==> src/rtl/i2ct_pkg.sv <==
package i2ct_pkg;
   localparam int ADDR_W = 10;
   localparam int BYTE_W = 8;
   localparam logic [4:0] HDR10_PREFIX = 5'b11110;

   typedef enum logic [2:0] {
      ST_IDLE,
      ST_ADR1,
      ST_ADR2,
      ST_RECV,
      ST_HOLD,
      ST_SEND
   } tgt_st_t;
endpackage

==> src/rtl/i2ct_line_sync.sv <==
// Bus line synchronizer and bus condition detector.
module i2ct_line_sync #(
   parameter int STAGES = 2
) (
   input  logic clk,
   input  logic rst_n,
   input  logic scl_i,
   input  logic sda_i,
   output logic sda_s,
   output logic scl_rise,
   output logic scl_fall,
   output logic start_ev,
   output logic stop_ev
);
   generate
      if (STAGES < 2) begin : g_bad_stages
         $error("i2ct_line_sync: STAGES must be at least 2");
      end
   endgenerate

   logic [STAGES-1:0] scl_pipe, sda_pipe;
   logic scl_s, scl_d, sda_d;

   always_ff @(posedge clk or negedge rst_n) begin
      if (!rst_n) begin
         scl_pipe <= '1;
         sda_pipe <= '1;
         scl_d    <= 1'b1;
         sda_d    <= 1'b1;
      end else begin
         scl_pipe <= {scl_pipe[STAGES-2:0], scl_i};
         sda_pipe <= {sda_pipe[STAGES-2:0], sda_i};
         scl_d    <= scl_s;
         sda_d    <= sda_s;
      end
   end

   assign scl_s    = scl_pipe[STAGES-1];
   assign sda_s    = sda_pipe[STAGES-1];
   assign scl_rise = scl_s & ~scl_d;
   assign scl_fall = ~scl_s & scl_d;
   // conditions are SDA edges while SCL stays high
   assign start_ev = scl_s & scl_d & sda_d & ~sda_s;
   assign stop_ev  = scl_s & scl_d & ~sda_d & sda_s;
endmodule

==> src/rtl/i2ct_addr_cmp.sv <==
// Address comparators for both addressing modes.
module i2ct_addr_cmp
   import i2ct_pkg::*;
(
   input  logic [BYTE_W-1:0] byte_in,
   input  logic [ADDR_W-1:0] own_addr,
   output logic              hit7,
   output logic              hdr_hit,
   output logic              low_hit
);
   // seven address bits sit above the R/W bit
   assign hit7    = (byte_in[7:1] == own_addr[6:0]);
   // header prefix plus the two upper address bits
   assign hdr_hit = (byte_in[7:3] == HDR10_PREFIX) && (byte_in[2:1] == own_addr[9:8]);
   assign low_hit = (byte_in == own_addr[7:0]);
endmodule

==> src/rtl/i2ct_rx_hold.sv <==
// Receive holding buffer behind the shift register.
module i2ct_rx_hold
   import i2ct_pkg::*;
(
   input  logic              clk,
   input  logic              rst_n,
   input  logic              byte_done,
   input  logic [BYTE_W-1:0] byte_in,
   input  logic              pop,
   output logic              accept,
   output logic [BYTE_W-1:0] buf_q,
   output logic              full,
   output logic              ovf,
   output logic              irq
);
   assign accept = ~full | pop;

   always_ff @(posedge clk or negedge rst_n) begin
      if (!rst_n) begin
         buf_q <= '0;
         full  <= 1'b0;
         ovf   <= 1'b0;
         irq   <= 1'b0;
      end else begin
         irq <= 1'b0;
         if (pop) begin
            full <= 1'b0;
            ovf  <= 1'b0;
         end
         if (byte_done && accept) begin
            buf_q <= byte_in;
            full  <= 1'b1;
            irq   <= 1'b1;
         end else if (byte_done) begin    // refuse, keep old byte
            ovf <= 1'b1;
         end
      end
   end
endmodule

==> src/rtl/i2c_addr10_target.sv <==
module i2c_addr10_target
   import i2ct_pkg::*;
#(
   parameter int SYNC_STAGES = 2
) (
   input  logic              clk,
   input  logic              rst_n,
   input  logic              scl_i,
   input  logic              sda_i,
   output logic              scl_oe,
   output logic              sda_oe,
   input  logic [ADDR_W-1:0] own_addr,
   input  logic              ten_bit_mode,
   input  logic              tx_wr,
   input  logic [BYTE_W-1:0] tx_wdata,
   input  logic              scl_rel,
   input  logic              rx_pop,
   output logic [BYTE_W-1:0] rx_data,
   output logic              rx_full,
   output logic              rx_ovf,
   output logic              irq_rx,
   output logic              irq_tx
);
   localparam logic [3:0] ACK_SLOT = 4'(BYTE_W);
   localparam logic [3:0] ACK_DONE = 4'(BYTE_W + 1);

   logic sda_s, scl_rise, scl_fall, start_ev, stop_ev;
   logic hit7, hdr_hit, low_hit;
   logic rx_accept, rx_done;

   tgt_st_t st, after_st, dec_next;
   logic [3:0]        bitcnt;
   logic [BYTE_W-1:0] shreg, tx_reg;
   logic              armed, mack, sda_q, scl_q, irq_tx_q;
   logic              dec_ack, arm_set, arm_clr;
   logic [2:0]        tx_idx;

   i2ct_line_sync #(.STAGES(SYNC_STAGES)) u_sync (
      .clk(clk), .rst_n(rst_n), .scl_i(scl_i), .sda_i(sda_i),
      .sda_s(sda_s), .scl_rise(scl_rise), .scl_fall(scl_fall),
      .start_ev(start_ev), .stop_ev(stop_ev)
   );

   i2ct_addr_cmp u_cmp (
      .byte_in(shreg), .own_addr(own_addr),
      .hit7(hit7), .hdr_hit(hdr_hit), .low_hit(low_hit)
   );

   assign rx_done = scl_fall && (bitcnt == ACK_SLOT) && (st == ST_RECV) && !start_ev && !stop_ev;

   i2ct_rx_hold u_rx (
      .clk(clk), .rst_n(rst_n), .byte_done(rx_done), .byte_in(shreg), .pop(rx_pop),
      .accept(rx_accept), .buf_q(rx_data), .full(rx_full), .ovf(rx_ovf), .irq(irq_rx)
   );

   // Single transmit register, shifted out in place
   always_ff @(posedge clk or negedge rst_n) begin
      if (!rst_n)     tx_reg <= '0;
      else if (tx_wr) tx_reg <= tx_wdata;
   end

   assign tx_idx = 3'(4'd7 - bitcnt);

   // Acknowledge decision taken after the eighth bit of a byte
   always_comb begin
      dec_ack  = 1'b0;
      dec_next = ST_IDLE;
      arm_set  = 1'b0;
      arm_clr  = 1'b0;
      case (st)
         ST_ADR1: begin
            if (!ten_bit_mode) begin
               if (hit7) begin
                  dec_ack  = 1'b1;
                  dec_next = shreg[0] ? ST_HOLD : ST_RECV;
               end
            end else if (hdr_hit && !shreg[0]) begin
               dec_ack  = 1'b1;
               dec_next = ST_ADR2;
               arm_clr  = 1'b1;
            end else if (hdr_hit && armed) begin
               dec_ack  = 1'b1;
               dec_next = ST_HOLD;
            end else begin
               arm_clr = 1'b1;
            end
         end
         ST_ADR2: begin
            if (low_hit) begin
               dec_ack  = 1'b1;
               dec_next = ST_RECV;
               arm_set  = 1'b1;
            end else begin
               arm_clr = 1'b1;
            end
         end
         ST_RECV: begin
            if (rx_accept) begin
               dec_ack  = 1'b1;
               dec_next = ST_RECV;
            end
         end
         default: ;
      endcase
   end

   always_ff @(posedge clk or negedge rst_n) begin
      if (!rst_n) begin
         st       <= ST_IDLE;
         after_st <= ST_IDLE;
         bitcnt   <= '0;
         shreg    <= '0;
         armed    <= 1'b0;
         mack     <= 1'b0;
         sda_q    <= 1'b0;
         scl_q    <= 1'b0;
         irq_tx_q <= 1'b0;
      end else begin
         irq_tx_q <= 1'b0;
         if (start_ev) begin
            st     <= ST_ADR1;
            bitcnt <= '0;
            sda_q  <= 1'b0;
            scl_q  <= 1'b0;
         end else if (stop_ev) begin
            st     <= ST_IDLE;
            bitcnt <= '0;
            sda_q  <= 1'b0;
            scl_q  <= 1'b0;
            armed  <= 1'b0;
         end else if (st == ST_HOLD) begin
            if (scl_rel) begin                           // drive MSB, free SCL next cycle
               sda_q  <= ~tx_reg[7];
               st     <= ST_SEND;
               bitcnt <= '0;
            end
         end else if (st != ST_IDLE) begin
            if (st == ST_SEND && scl_q) begin
               scl_q <= 1'b0;
            end
            if (scl_rise) begin
               if (bitcnt < ACK_SLOT) begin
                  shreg  <= {shreg[BYTE_W-2:0], sda_s};
                  bitcnt <= bitcnt + 4'd1;
               end else if (bitcnt == ACK_SLOT) begin
                  bitcnt <= ACK_DONE;
                  mack   <= ~sda_s;
               end
            end
            if (scl_fall) begin
               if (bitcnt == ACK_SLOT) begin
                  if (st == ST_SEND) begin
                     sda_q <= 1'b0;
                  end else begin
                     sda_q    <= dec_ack;
                     after_st <= dec_next;
                     if (arm_set)      armed <= 1'b1;
                     else if (arm_clr) armed <= 1'b0;
                  end
               end else if (bitcnt == ACK_DONE) begin
                  sda_q  <= 1'b0;
                  bitcnt <= '0;
                  if ((st == ST_SEND) ? mack : (after_st == ST_HOLD)) begin
                     st       <= ST_HOLD;
                     scl_q    <= 1'b1;
                     irq_tx_q <= 1'b1;
                  end else begin
                     st <= (st == ST_SEND) ? ST_IDLE : after_st;
                  end
               end else if (st == ST_SEND && bitcnt != 4'd0) begin
                  sda_q <= ~tx_reg[tx_idx];
               end
            end
         end
      end
   end

   assign sda_oe = sda_q;
   assign scl_oe = scl_q;
   assign irq_tx = irq_tx_q;
endmodule

==> config.mk <==
export PLATFORM = sky130hd
export DESIGN_NAME = i2c_addr10_target
export DESIGN_NICKNAME = d
export VERILOG_FILES = /design/src/rtl/i2ct_pkg.sv /design/src/rtl/i2ct_line_sync.sv /design/src/rtl/i2ct_addr_cmp.sv /design/src/rtl/i2ct_rx_hold.sv /design/src/rtl/i2c_addr10_target.sv
export SDC_FILE = /design/constraint.sdc
export NUM_CORES = 1
export LEC_CHECK = 0
export ABC_CLOCK_PERIOD_IN_PS = 2800
export BUFFER_PORTS_ARGS = -buffer_cell sky130_fd_sc_hd__buf_2
export CORE_ASPECT_RATIO = 0.8
export CORE_MARGIN = 5
export CORE_UTILIZATION = 56
export CTS_CLUSTER_DIAMETER = 120
export DETAILED_ROUTE_END_ITERATION = 16
export PLACE_DENSITY = 0.79
export SLEW_MARGIN = 25
export SYNTH_ARGS = -nofsm -noshare
export SYNTH_HDL_FRONTEND = slang
export SYNTH_SLANG_ARGS = --single-unit
==> constraint.sdc <==
create_clock -name clk -period 2.8 [get_ports clk]
set_clock_uncertainty 0.15 [all_clocks]
set_input_delay 0.14 -clock clk [delete_from_list [all_inputs] [get_ports clk]]
set_output_delay 0.14 -clock clk [all_outputs]
set_load 0.05 [all_outputs]
==> results of run 1 <==
layout make-up:
| cell class | instances | share of cell area [%] |
|---|---|---|
| clock buffer | 6 | 2.45 |
| clock inverter | 2 | 2.03 |
| timing repair buffer | 52 | 11.0 |
| sequential | 48 | 40.8 |
| inverter | 4 | 0.507 |
| multi-input combinational | 161 | 40.8 |
| tap | 57 | 2.41 |
stage by stage:
stage / hold WS, ns / util, % / area (um2) / std cells / total power, mW
global placement: 0.0946 / 63.6 / 2710 / 310 / 1.69
detailed placement: 0.0983 / 63.6 / 2710 / 310 / 1.70
CTS: 0.0805 / 69.5 / 2960 / 330 / 2.30
global route: 0.105 / 69.6 / 2960 / 330 / 2.43
finish: 0.100 / 69.6 / 2960 / 330 / 2.30
floorplan: -0.306 / - / 2500 / 224 / 1.53
worst reg2reg max path, delay by kind of cell (launching register included):
family	cells	cell delay [ns]
DFF	1	0.57
muxes	1	0.39
and+or+nand+nor	3	1.01
metal layers:
metal,global-route usage [%],wire length (um)
met1,30.3,2710
met3,4.16,366
met5,0,0
met2,28.2,2440
met4,4.22,23
how the worst max path moves through the flow:
stage | startpoint | end
after global routing | st[0] | sda_oe
after CTS | u_sync.scl_d | u_rx.buf_q[4]
after floorplan | u_sync.scl_d | u_rx.buf_q[0]
after detailed placement | u_sync.scl_d | u_rx.buf_q[4]
final | u_sync.scl_d | u_rx.buf_q[4]
after global placement | u_sync.scl_d | u_rx.buf_q[0]
kinds of logic after synthesis:
group / after synthesis
and+or+nand+nor: 71
DFF: 48
AOI/OAI and AO/OA: 41
muxes: 27
xor gates and xnor gates: 19
buffers and inverters: 15
adders and majority gates: 3
timing repair:
item / 4_1_cts / 5_1_grt
hold endpoints to repair: 53 / 0
setup buffers: 0 / 0
hold buffers: 12 / 0
placed cells by master, fill, tap and decap left out, types with 5 or more instances in the layout:
cell,n
dfrtp_1,42
buf_2,38
mux2_2,24
xor2_1,18
nor2_1,15
dlygate4sd3_1,12
a21oi_1,11
nand2_1,11
nand3_1,9
dfstp_2,6
nor2b_1,5
a211oi_1,5
clkbuf_8,5
where the power goes:
part	total, mW	internal, mW	switching, mW
registers	1.05	0.831	0.223
logic	0.664	0.302	0.362
clock network	0.582	0.357	0.225
==> results.md, run 1 <==
- Resized Gates After CTS: 0
- Clock slew at reported path FFs: 0.08 ns
- Drt total wl: 5.54 mm
- Crit path launch type: register
- Flop-to-flop setup slack: 0.58 ns
- Final GP Congestion: 0.882
- Root Driver: clkbuf_8
- Top post-synthesis cells by area: dfrtp_1, mux2_2, dfstp_2, xor2_1, nor2_1
- CP max FO: 9
- Die height: 69.7 um
- # setup viols final: 0
- Core ar.: 4260 um2
- Critical path buffers and inverters: 0
- Top_reg_cell synth: dfrtp_1
- Port Buffer Count: 39
- Largest family of logic cells by synthesized area: simple AND/OR/NAND/NOR gates
- Worst r2r src: u_sync.scl_d
- Synth Instances: 224
- Max H-tree Level: 2
- Number of global-route vias before repair: 1864
- Pre-CTS WS: 0.602 ns
- VDD IR-drop max: 0.548 mV
- Syn nets: 253
- Relative slew slack: 49.9%
- Leak Pwr: 1.34 nW
- Clock Latency Late Sink: 0.29 ns
- Initial core utilization: 58.7%
- Largest delay share family, worst path: simple AND/OR/NAND/NOR gates
- Max Clock Freq: 450 MHz
- ANT nets after route: 0
- Mux cell area share after synthesis: 13.2%
- Synth top area share: 42.1%
- WP depth: 4
- PD cells: 776 nW/um2
- Complex-gate fraction of the synthesized area: 11.3%
- Req. time, crit path: 2.84 ns
- Multi-input gate area: 1210 um2
- Crit-path slowest cell: dfstp_2
- ANT cells: 0
- Reg2Reg Depth: 4
- WP data arrival: 2.26 ns
- EDFF count, synth: 0
- Die ar.: 5900 um2
- Commonest cells post-synth: dfrtp_1, mux2_2, xor2_1, nor2_1
- First DRT Iteration DRCs: 300
- Critical Setup Path Class: reg2reg
- Worst Min Path Start: tx_wr
- Initial antenna violation count: 0
- Syn_area_per_cell: 11.1 um2
- Via count: 1945
- Pin count of the biggest net entering global routing: 49
- CTS tree: built
- Avg Vias per Cell: 5.89
- Setup TNS: 0 ns
- Layout cell share with drive strength beyond 1: 32.2%
- Max_cap viols: 0
- Remaining global-route overflow: 0
- XOR/XNOR share of the synthesized area: 6.66%
- Crit end category: register
- CTS Buf Count: 5
- Most numerous cell in the Yosys netlist: dfrtp_1
- Seq. cell area: 1210 um2
- Adder-Cell Fraction of Synth Area: 1.50%
- Async SR Flop Fraction: 100%
- Synthesized cell area: 2500 um2
- Nets: 301
- Syn. warnings: 0
- Worst Hold End: tx_reg[6]
- FILL cells: 320
- Final count of pins violating max slew: 0
- RSZ-0062 raised after global routing: false
- Synth Area in Simple Gates: 15.8%
- Post-synthesis sequential area ratio: 48.4%
- Synth area leader: dfrtp_1
- Fin. Hold Viols: 0
- Hpwl dp: 3.90 mm
- Placement Rows: 21
- Hold Crit Depth: 2
- Seq cells post-synth: 48
- Global-route wire length before repair: 9.30 mm
- Status: finished clean
- Clock Tree Buf Depth: 2
- Setup WS post-layout: 0.578 ns
- Chip width: 84.7 um
- Io pins: 40
- First-pass DRT Iterations: 6
- Clock sinks: 48
- Residual DRC: 0
- Worst path max stage delay: 0.57 ns
- R2r endpoint: u_rx.buf_q[4]
- DR WL/cell: 16.8 um
- Fin crit share: 79.3%
- CP Cell Sequence: nor2b_1 -> nand3_1 -> nor3_4 -> mux2_2
- Library cells used by synthesis: 49
- Area grow syn2layout: 18.6%
- Hold Path Class: in2reg
- Tightest Pin Transition: 0.745 ns
- Min cycle time layout: 2.22 ns
- Total GRT Usage: 19.6%
No activity file was read; power rests on OpenSTA's default activity.
==> run 2, diff against run 1 <==
--- a/config.mk
+++ b/config.mk
@@ -5,14 +5,15 @@
 export SDC_FILE = /design/constraint.sdc
 export NUM_CORES = 1
 export LEC_CHECK = 0
-export ABC_CLOCK_PERIOD_IN_PS = 2800
+export ABC_AREA = 1
+export ABC_CLOCK_PERIOD_IN_PS = 2100
 export BUFFER_PORTS_ARGS = -buffer_cell sky130_fd_sc_hd__buf_2
 export CORE_ASPECT_RATIO = 0.8
 export CORE_MARGIN = 5
-export CORE_UTILIZATION = 56
+export CORE_UTILIZATION = 57
 export CTS_CLUSTER_DIAMETER = 120
 export DETAILED_ROUTE_END_ITERATION = 16
-export PLACE_DENSITY = 0.79
+export PLACE_DENSITY = 0.8
 export SLEW_MARGIN = 25
 export SYNTH_ARGS = -nofsm -noshare
 export SYNTH_HDL_FRONTEND = slang
==> constraint.sdc (replaced) <==
create_clock -name clk -period 2.1 [get_ports clk]
set_clock_uncertainty 0.15 [all_clocks]
set_input_delay 0.105 -clock clk [delete_from_list [all_inputs] [get_ports clk]]
set_output_delay 0.105 -clock clk [all_outputs]
set_load 0.05 [all_outputs]
==> run 2 against run 1 <==
  * Combinational power up 67%
  * Via count increased by 16%
  * Critical endpoint is now shreg[4]
  * Clock-buffer cell count unchanged
  * Synthesized cell count increased by 47%
  * Highest routed layer unchanged
  * Total power grew 34%
==> results.md, run 2 <==
- Status: finished clean
- Max Clock Freq: 531 MHz (+18%)
- Most numerous cell in the Yosys netlist: nand2_1
- Placement Rows: 22 (+4.8%)
- Library cells used by synthesis: 38 (-22%)
- XOR/XNOR share of the synthesized area: 2.34% (-4.3 points)
- CTS tree: built
- Max H-tree Level: 2 (unchanged)
- Synth area leader: dfrtp_1
- WP depth: 6 (+2)
- Most frequent cells in the layout: nand2_1, dfrtp_1, buf_2
- CP Cell Sequence: inv_1 -> or2_2 -> nor2_1 -> nand2_1 -> nand2_1 -> o21ai_1
- Crit-path slowest cell: dfstp_2
- Die height: 70.6 um (+1.3%)
- Global-route wire length before repair: 9.66 mm (+3.9%)
- Fin crit share: 89.7% (+10 points)
- First DRT Iteration DRCs: 154 (-49%)
- Clock Tree Buf Depth: 2 (unchanged)
- Relative slew slack: 60.9% (+11 points)
- Final count of pins violating max slew: 0 (unchanged)
- Most Frequent Cell on Critical Path: nand2_1
- Reg2Reg Depth: 6 (+2)
- R2r endpoint: shreg[4]
- CTS Buf Count: 5 (unchanged)
- Io pins: 40 (unchanged)
- Root Driver: clkbuf_8
- Avg Vias per Cell: 5.05 (-14%)
- Largest delay share family, worst path: simple AND/OR/NAND/NOR gates
- Complex-gate fraction of the synthesized area: 7.40% (-3.9 points)
- Synth Instances: 330 (+47%)
- Layout cell share with drive strength beyond 1: 22.2% (-10 points)
- CP endpoint: shreg[4]
- Max_cap viols: 0 (unchanged)
- Chip width: 85.8 um (+1.3%)
- WP data arrival: 1.90 ns (-0.36 ns)
- Pre-CTS WS: 0.207 ns (-0.394 ns)
- Fin cells: 448 (+36%)
- ANT nets after route: 0 (unchanged)
- Clock sinks: 48 (unchanged)
- PD cells: 992 nW/um2 (+28%)
- Setup TNS: 0 ns (unchanged)
- Syn nets: 359 (+42%)
- CP max FO: 16 (+7)
- Placed cell count: 427 (+38%)
- Leak Pwr: 1.58 nW (+18%)
- VDD IR-drop max: 0.642 mV (+17%)
- Die ar.: 6060 um2 (+2.7%)
- Critical path buffers and inverters: 1 (+1)
- Setup WS post-layout: 0.216 ns (-0.362 ns)
- RSZ-0062 raised after global routing: false
- Synth Area in Simple Gates: 32.0% (+16 points)
- Port Buffer Count: 39 (unchanged)
- Flop-to-flop setup slack: 0.22 ns (-0.36 ns)
- Largest family of logic cells by synthesized area: simple AND/OR/NAND/NOR gates
- EDFF count, synth: 0 (unchanged)
- Total GRT Usage: 19.7% (+0.10 points)
- First-pass DRT Iterations: 4 (-2)
- Hpwl dp: 4.18 mm (+6.9%)
- Setup Buffers After CTS: 0 (unchanged)
- Req. time, crit path: 2.12 ns (-0.72 ns)
- Min cycle time layout: 1.88 ns (-0.338 ns)
- Post-synthesis sequential area ratio: 46.1% (-2.3 points)
- Critical Setup Path Class: reg2reg
- Hold Path Class: in2reg
- Clock Latency Late Sink: 0.30 ns (about the same)
- Adder-Cell Fraction of Synth Area: 1.43% (-0.070 points)
- Crit end category: register
- Clock slew at reported path FFs: 0.08 ns (about the same)
- Mux cell area share after synthesis: 3.44% (-9.7 points)
- Area grow syn2layout: 19.0%
- Remaining global-route overflow: 0 (unchanged)
- DR WL/cell: 12.1 um (-28%)
- Residual DRC: 0 (unchanged)
- Commonest cells post-synth: nand2_1, dfrtp_1, inv_1, nor2_1, nand3_1
- Top post-synthesis cells by area: dfrtp_1, nand2_1, dfstp_2, inv_1, nand3_1
- Fin. Hold Viols: 0 (unchanged)
- Synthesized cell area: 2620 um2 (+4.9%)
- Pin count of the biggest net entering global routing: 49 (unchanged)
- Worst path max stage delay: 0.54 ns (-0.03 ns)
- Initial core utilization: 58.0% (-0.63 points)
- Drt total wl: 5.44 mm (-1.8%)
- Async SR Flop Fraction: 100% (unchanged)
- Final GP Congestion: 0.834 (-5.5%)
- Syn. warnings: 0 (unchanged)
- Worst hold slack: 0.0482 ns (-0.0521 ns)
- Initial antenna violation count: 0 (unchanged)
- Nets: 416 (+38%)
- Critical Path Start: u_sync.scl_pipe[1]
- Syn_area_per_cell: 7.94 um2 (-29%)
- Synth top area share: 40.1% (-2.0 points)
- Top_reg_cell synth: dfrtp_1
- Via count: 2263 (+16%)
- Worst r2r src: u_sync.scl_pipe[1]
- # setup viols final: 0 (unchanged)
- Seq cells post-synth: 48 (unchanged)
- Tightest Pin Transition: 0.587 ns (-0.158 ns)
- ANT cells: 0 (unchanged)
- Crit path launch type: register
- Core ar.: 4510 um2 (+6.1%)
- Number of global-route vias before repair: 2095 (+12%)
- Commonest non-fill, non-tap cell in the layout: nand2_1
-- run 2: where the power goes --
part	internal (mW)	total, mW	switching [mW]	leakage [nW]
combinational	0.413	1.11	0.701	0.923
sequential	1.10	1.33	0.226	0.597
clock	0.353	0.650	0.297	0.0552
-- run 2: cells by family after synthesis --
kind of cell    count (synthesis)
mux                             8
buf+inv                        48
fa+ha+maj                       3
flops                          48
simple gates                  183
xor+xnor                        7
compound gates                 33
-- run 2: cell type report --
class	instances	area [um2]
tap	60	75.1
clock inverter	2	35.0
multi-input combinational	234	1220
fill	386	1400
timing repair buffer	54	340
inverter	44	165
clock buffer	6	72.6
sequential	48	1210
-- run 2: how the worst min path moves through the flow --
stage | from | endpoint | slack (ns) | cells after the start
after floorplan | rst_n | after_st[0] | -0.34 | 0
after global placement | scl_i | u_sync.scl_pipe[0] | 0.06 | 1
after detailed placement | scl_i | u_sync.scl_pipe[0] | 0.06 | 1
after CTS | tx_wr | tx_reg[0] | 0.04 | 2
after global routing | tx_wr | tx_reg[2] | 0.05 | 2
final | tx_wr | tx_reg[7] | 0.05 | 2
-- run 2: per-layer routing --
metal	routed length [um]	track usage [%]
met1	2760	31.2
met2	2230	27.4
met3	402	4.54
met4	38	4.22
met5	0	0
-- run 2: worst register-to-register path, delay by kind of cell, from the launching register on --
family	cells	cell delay (ns)
AOI/OAI and AO/OA	1	0.08
DFF	1	0.54
and+or+nand+nor	4	0.95
buffers and inverters	1	0.05
-- run 2: stage by stage --
stage	util [%]	instance area (um2)	power [mW]
after floorplan	-	2620	2.13
after global placement	63.8	2880	2.41
after detailed placement	63.8	2880	2.43
after CTS	69.1	3120	3.10
after global routing	69.1	3120	3.34
final	69.1	3120	3.09
-- run 2: timing repair --
| item | in CTS | in global routing |
|---|---|---|
| hold buffers | 13 | 0 |
| hold endpoints to repair | 55 | 0 |
| resized for setup | 0 | 1 |
| setup endpoints to repair | 0 | 2 |
==> run 3, diff against run 2 <==
--- a/config.mk
+++ b/config.mk
@@ -7,13 +7,13 @@
 export LEC_CHECK = 0
 export ABC_AREA = 1
 export ABC_CLOCK_PERIOD_IN_PS = 2100
-export BUFFER_PORTS_ARGS = -buffer_cell sky130_fd_sc_hd__buf_2
 export CORE_ASPECT_RATIO = 0.8
 export CORE_MARGIN = 5
-export CORE_UTILIZATION = 57
+export CORE_UTILIZATION = 60
 export CTS_CLUSTER_DIAMETER = 120
 export DETAILED_ROUTE_END_ITERATION = 16
-export PLACE_DENSITY = 0.8
+export DONT_BUFFER_PORTS = 1
+export PLACE_DENSITY = 0.76
 export SLEW_MARGIN = 25
 export SYNTH_ARGS = -nofsm -noshare
 export SYNTH_HDL_FRONTEND = slang
==> run 3 against run 2 <==
  * Routed wire length increased by 12%
  * Non-clock buffer count is 26 lower
  * Die area shrank 4.4%
  * Flip-flop and latch count did not move
  * Largest cell class unchanged
==> results.md, run 3 (synthesized netlist as in run 2, its figures left out) <==
- Hold Crit Depth: 6 (+4)
- Setup WS post-layout: 0.162 ns (-0.0542 ns)
- Hpwl dp: 4.14 mm (-0.81%)
- Flop-to-flop setup slack: 0.16 ns (-0.05 ns)
- Final count of pins violating max slew: 0 (unchanged)
- Sw frac: 41.5% (+1.9 points)
- VDD IR-drop max: 0.662 mV (+3.1%)
- Relative slew slack: 65.1% (+4.2 points)
- Crit-path slowest cell: dfstp_2
- Drt total wl: 6.07 mm (+12%)
- CP max FO: 16 (unchanged)
- PD cells: 1000 nW/um2 (+0.90%)
- Commonest non-fill, non-tap cell in the layout: nand2_1
- CTS tree: built
- Status: finished clean
- ANT cells: 0 (unchanged)
- Die ar.: 5800 um2 (-4.4%)
- ANT nets after route: 0 (unchanged)
- Pre-CTS WS: 0.198 ns (-0.00928 ns)
- Nets: 390 (-6.3%)
- Io pins: 40 (unchanged)
- Crit path launch type: register
- Final GP Congestion: 0.890 (+6.7%)
- Critical path buffers and inverters: 1 (unchanged)
- Int Power: 1.79 mW (-4.3%)
- Net Sw Power: 1.27 mW (+3.6%)
- Reg2Reg Depth: 6 (unchanged)
- Root Driver: clkbuf_8
- Clock sinks: 48 (unchanged)
- Initial antenna violation count: 0 (unchanged)
- Tightest Pin Transition: 0.523 ns (-0.0645 ns)
- First DRT Iteration DRCs: 146 (-5.2%)
- Clock Latency Late Sink: 0.31 ns (about the same)
- Hold Path Class: in2reg
- Port Buffer Count: 0 (-100%)
- Number of global-route vias before repair: 2213 (+5.6%)
- FILL cells: 325 (-16%)
- Crit end category: register
- Clk network pwr share: 19.0% (-2.0 points)
- Largest delay share family, worst path: simple AND/OR/NAND/NOR gates
- Worst path max stage delay: 0.55 ns (about the same)
- DR WL/cell: 14.5 um (+19%)
- Initial core utilization: 62.3% (+4.3 points)
- Via count: 2250 (-0.57%)
- Leak Pwr: 1.45 nW (-7.8%)
- Setup Buffers After CTS: 0 (unchanged)
- Max_cap viols: 0 (unchanged)
- Die height: 69.1 um (-2.2%)
- Total GRT Usage: 22.3% (+2.6 points)
- Most Frequent Cell on Critical Path: nand2_1
- Sequential power share: 45.4% (+2.5 points)
- Critical Setup Path Class: reg2reg
- # setup viols final: 0 (unchanged)
- Fin crit share: 92.3% (+2.6 points)
- Chip width: 83.9 um (-2.2%)
- RSZ-0062 raised after global routing: false
- Worst Min Path Start: own_addr[2]
- Global-route wire length before repair: 10.5 mm (+9.1%)
- Worst Hold End: armed
- Max Clock Freq: 516 MHz (-2.8%)
- Most frequent cells in the layout: nand2_1, dfrtp_1, inv_1
- Avg Vias per Cell: 5.37 (+6.3%)
- Seq. cell area: 1210 um2 (unchanged)
- Core ar.: 4200 um2 (-6.9%)
- Total power: 3.05 mW (-1.2%)
- Max H-tree Level: 2 (unchanged)
- Layout cell share with drive strength beyond 1: 13.3% (-8.9 points)
- Placement Rows: 21 (-4.5%)
- Residual DRC: 0 (unchanged)
- Multi-input gate area: 1220 um2 (unchanged)
- WP data arrival: 1.96 ns (+0.06 ns)
- R2r endpoint: shreg[2]
- Comb pwr share: 35.6% (-0.4 points)
- Area grow syn2layout: 16.5%
- Pin count of the biggest net entering global routing: 49 (unchanged)
- Fin. Hold Viols: 0 (unchanged)
- Worst r2r src: u_sync.scl_pipe[1]
- First-pass DRT Iterations: 4 (unchanged)
- Setup TNS: 0 ns (unchanged)
- Req. time, crit path: 2.13 ns (about the same)
- Remaining global-route overflow: 0 (unchanged)
- CP Cell Sequence: inv_1 -> or2_2 -> nor2_1 -> nand2_1 -> nand2_1 -> o21ai_1
- Clock slew at reported path FFs: 0.09 ns (about the same)
- CTS Buf Count: 5 (unchanged)
- Min cycle time layout: 1.94 ns (+0.0542 ns)
- Clock Tree Buf Depth: 2 (unchanged)
run 3: changes by cell type in the layout (fill, tap and decap cells not counted), sizes merged:
cell	delta
clkbuf	+1
clkinv	-1
buf	-38
clkinvlp	+1
dlygate4sd3	+12
bufinv	-1
run 3: area by class of cell:
| class | count | area share, % |
|---|---|---|
| clock inverters | 1 | 0.246 |
| flip-flops and latches | 48 | 39.6 |
| repair buffers | 28 | 9.59 |
| well taps | 57 | 2.34 |
| inverters | 44 | 5.41 |
| clock buffers | 7 | 2.83 |
| multi-input cells | 234 | 40.0 |
run 3: worst max-delay path by stage:
stage / start / end / slack [ns] / cells past startpoint
floorplan: bitcnt[0] / after_st[1] / 0.43 / 11
global route: u_sync.scl_pipe[1] / shreg[0] / 0.008 / 6
CTS: bitcnt[1] / st[2] / 0.17 / 7
finish: u_sync.scl_pipe[1] / shreg[2] / 0.16 / 6
global placement: u_sync.scl_pipe[1] / shreg[0] / 0.22 / 6
detailed placement: bitcnt[1] / st[2] / 0.20 / 7
run 3: power groups by stage:
stage          clock (mW)  sequential, mW  combinational [mW]
2_1_floorplan           0            1.32               0.810
4_1_cts             0.588            1.37                1.06
6_report            0.582            1.39                1.09
5_1_grt             0.630            1.41                1.24
3_3_place_gp            0            1.38               0.965
3_5_place_dp            0            1.39               0.981
run 3: per-stage QoR:
| step | instances | cell area (um2) | util [%] | hold WS [ns] |
|---|---|---|---|---|
| 2_1_floorplan | 330 | 2620 | - | -0.341 |
| 3_3_place_gp | 385 | 2680 | 63.8 | -0.340 |
| 3_5_place_dp | 385 | 2680 | 63.8 | -0.340 |
| 4_1_cts | 419 | 3050 | 72.6 | 0.0136 |
| 5_1_grt | 419 | 3050 | 72.6 | 0.0490 |
| 6_report | 419 | 3050 | 72.6 | 0.0232 |
run 3: worst min-delay path: stages:
cell,delay (ns)
inv_1,0.03
nand2_1,0.05
nand4_1,0.08
nor3_1,0.05
nand3_1,0.06
nand2_1,0.05
run 3: per-layer routing:
| layer | vias up | routed length, um | GRT usage [%] |
|---|---|---|---|
| met5 | - | 0 | 0 |
| met2 | 70 | 2630 | 32.2 |
| li1 | 1114 | - | - |
| met3 | 15 | 441 | 4.64 |
| met1 | 1051 | 2880 | 33.2 |
| met4 | 0 | 109 | 7.86 |
run 3: repair_timing:
item                                   CTS  global route
hold buffers                            26             0
endpoints found under the hold margin   65             0
resized for setup                        0             1
setup endpoints to repair                0             1
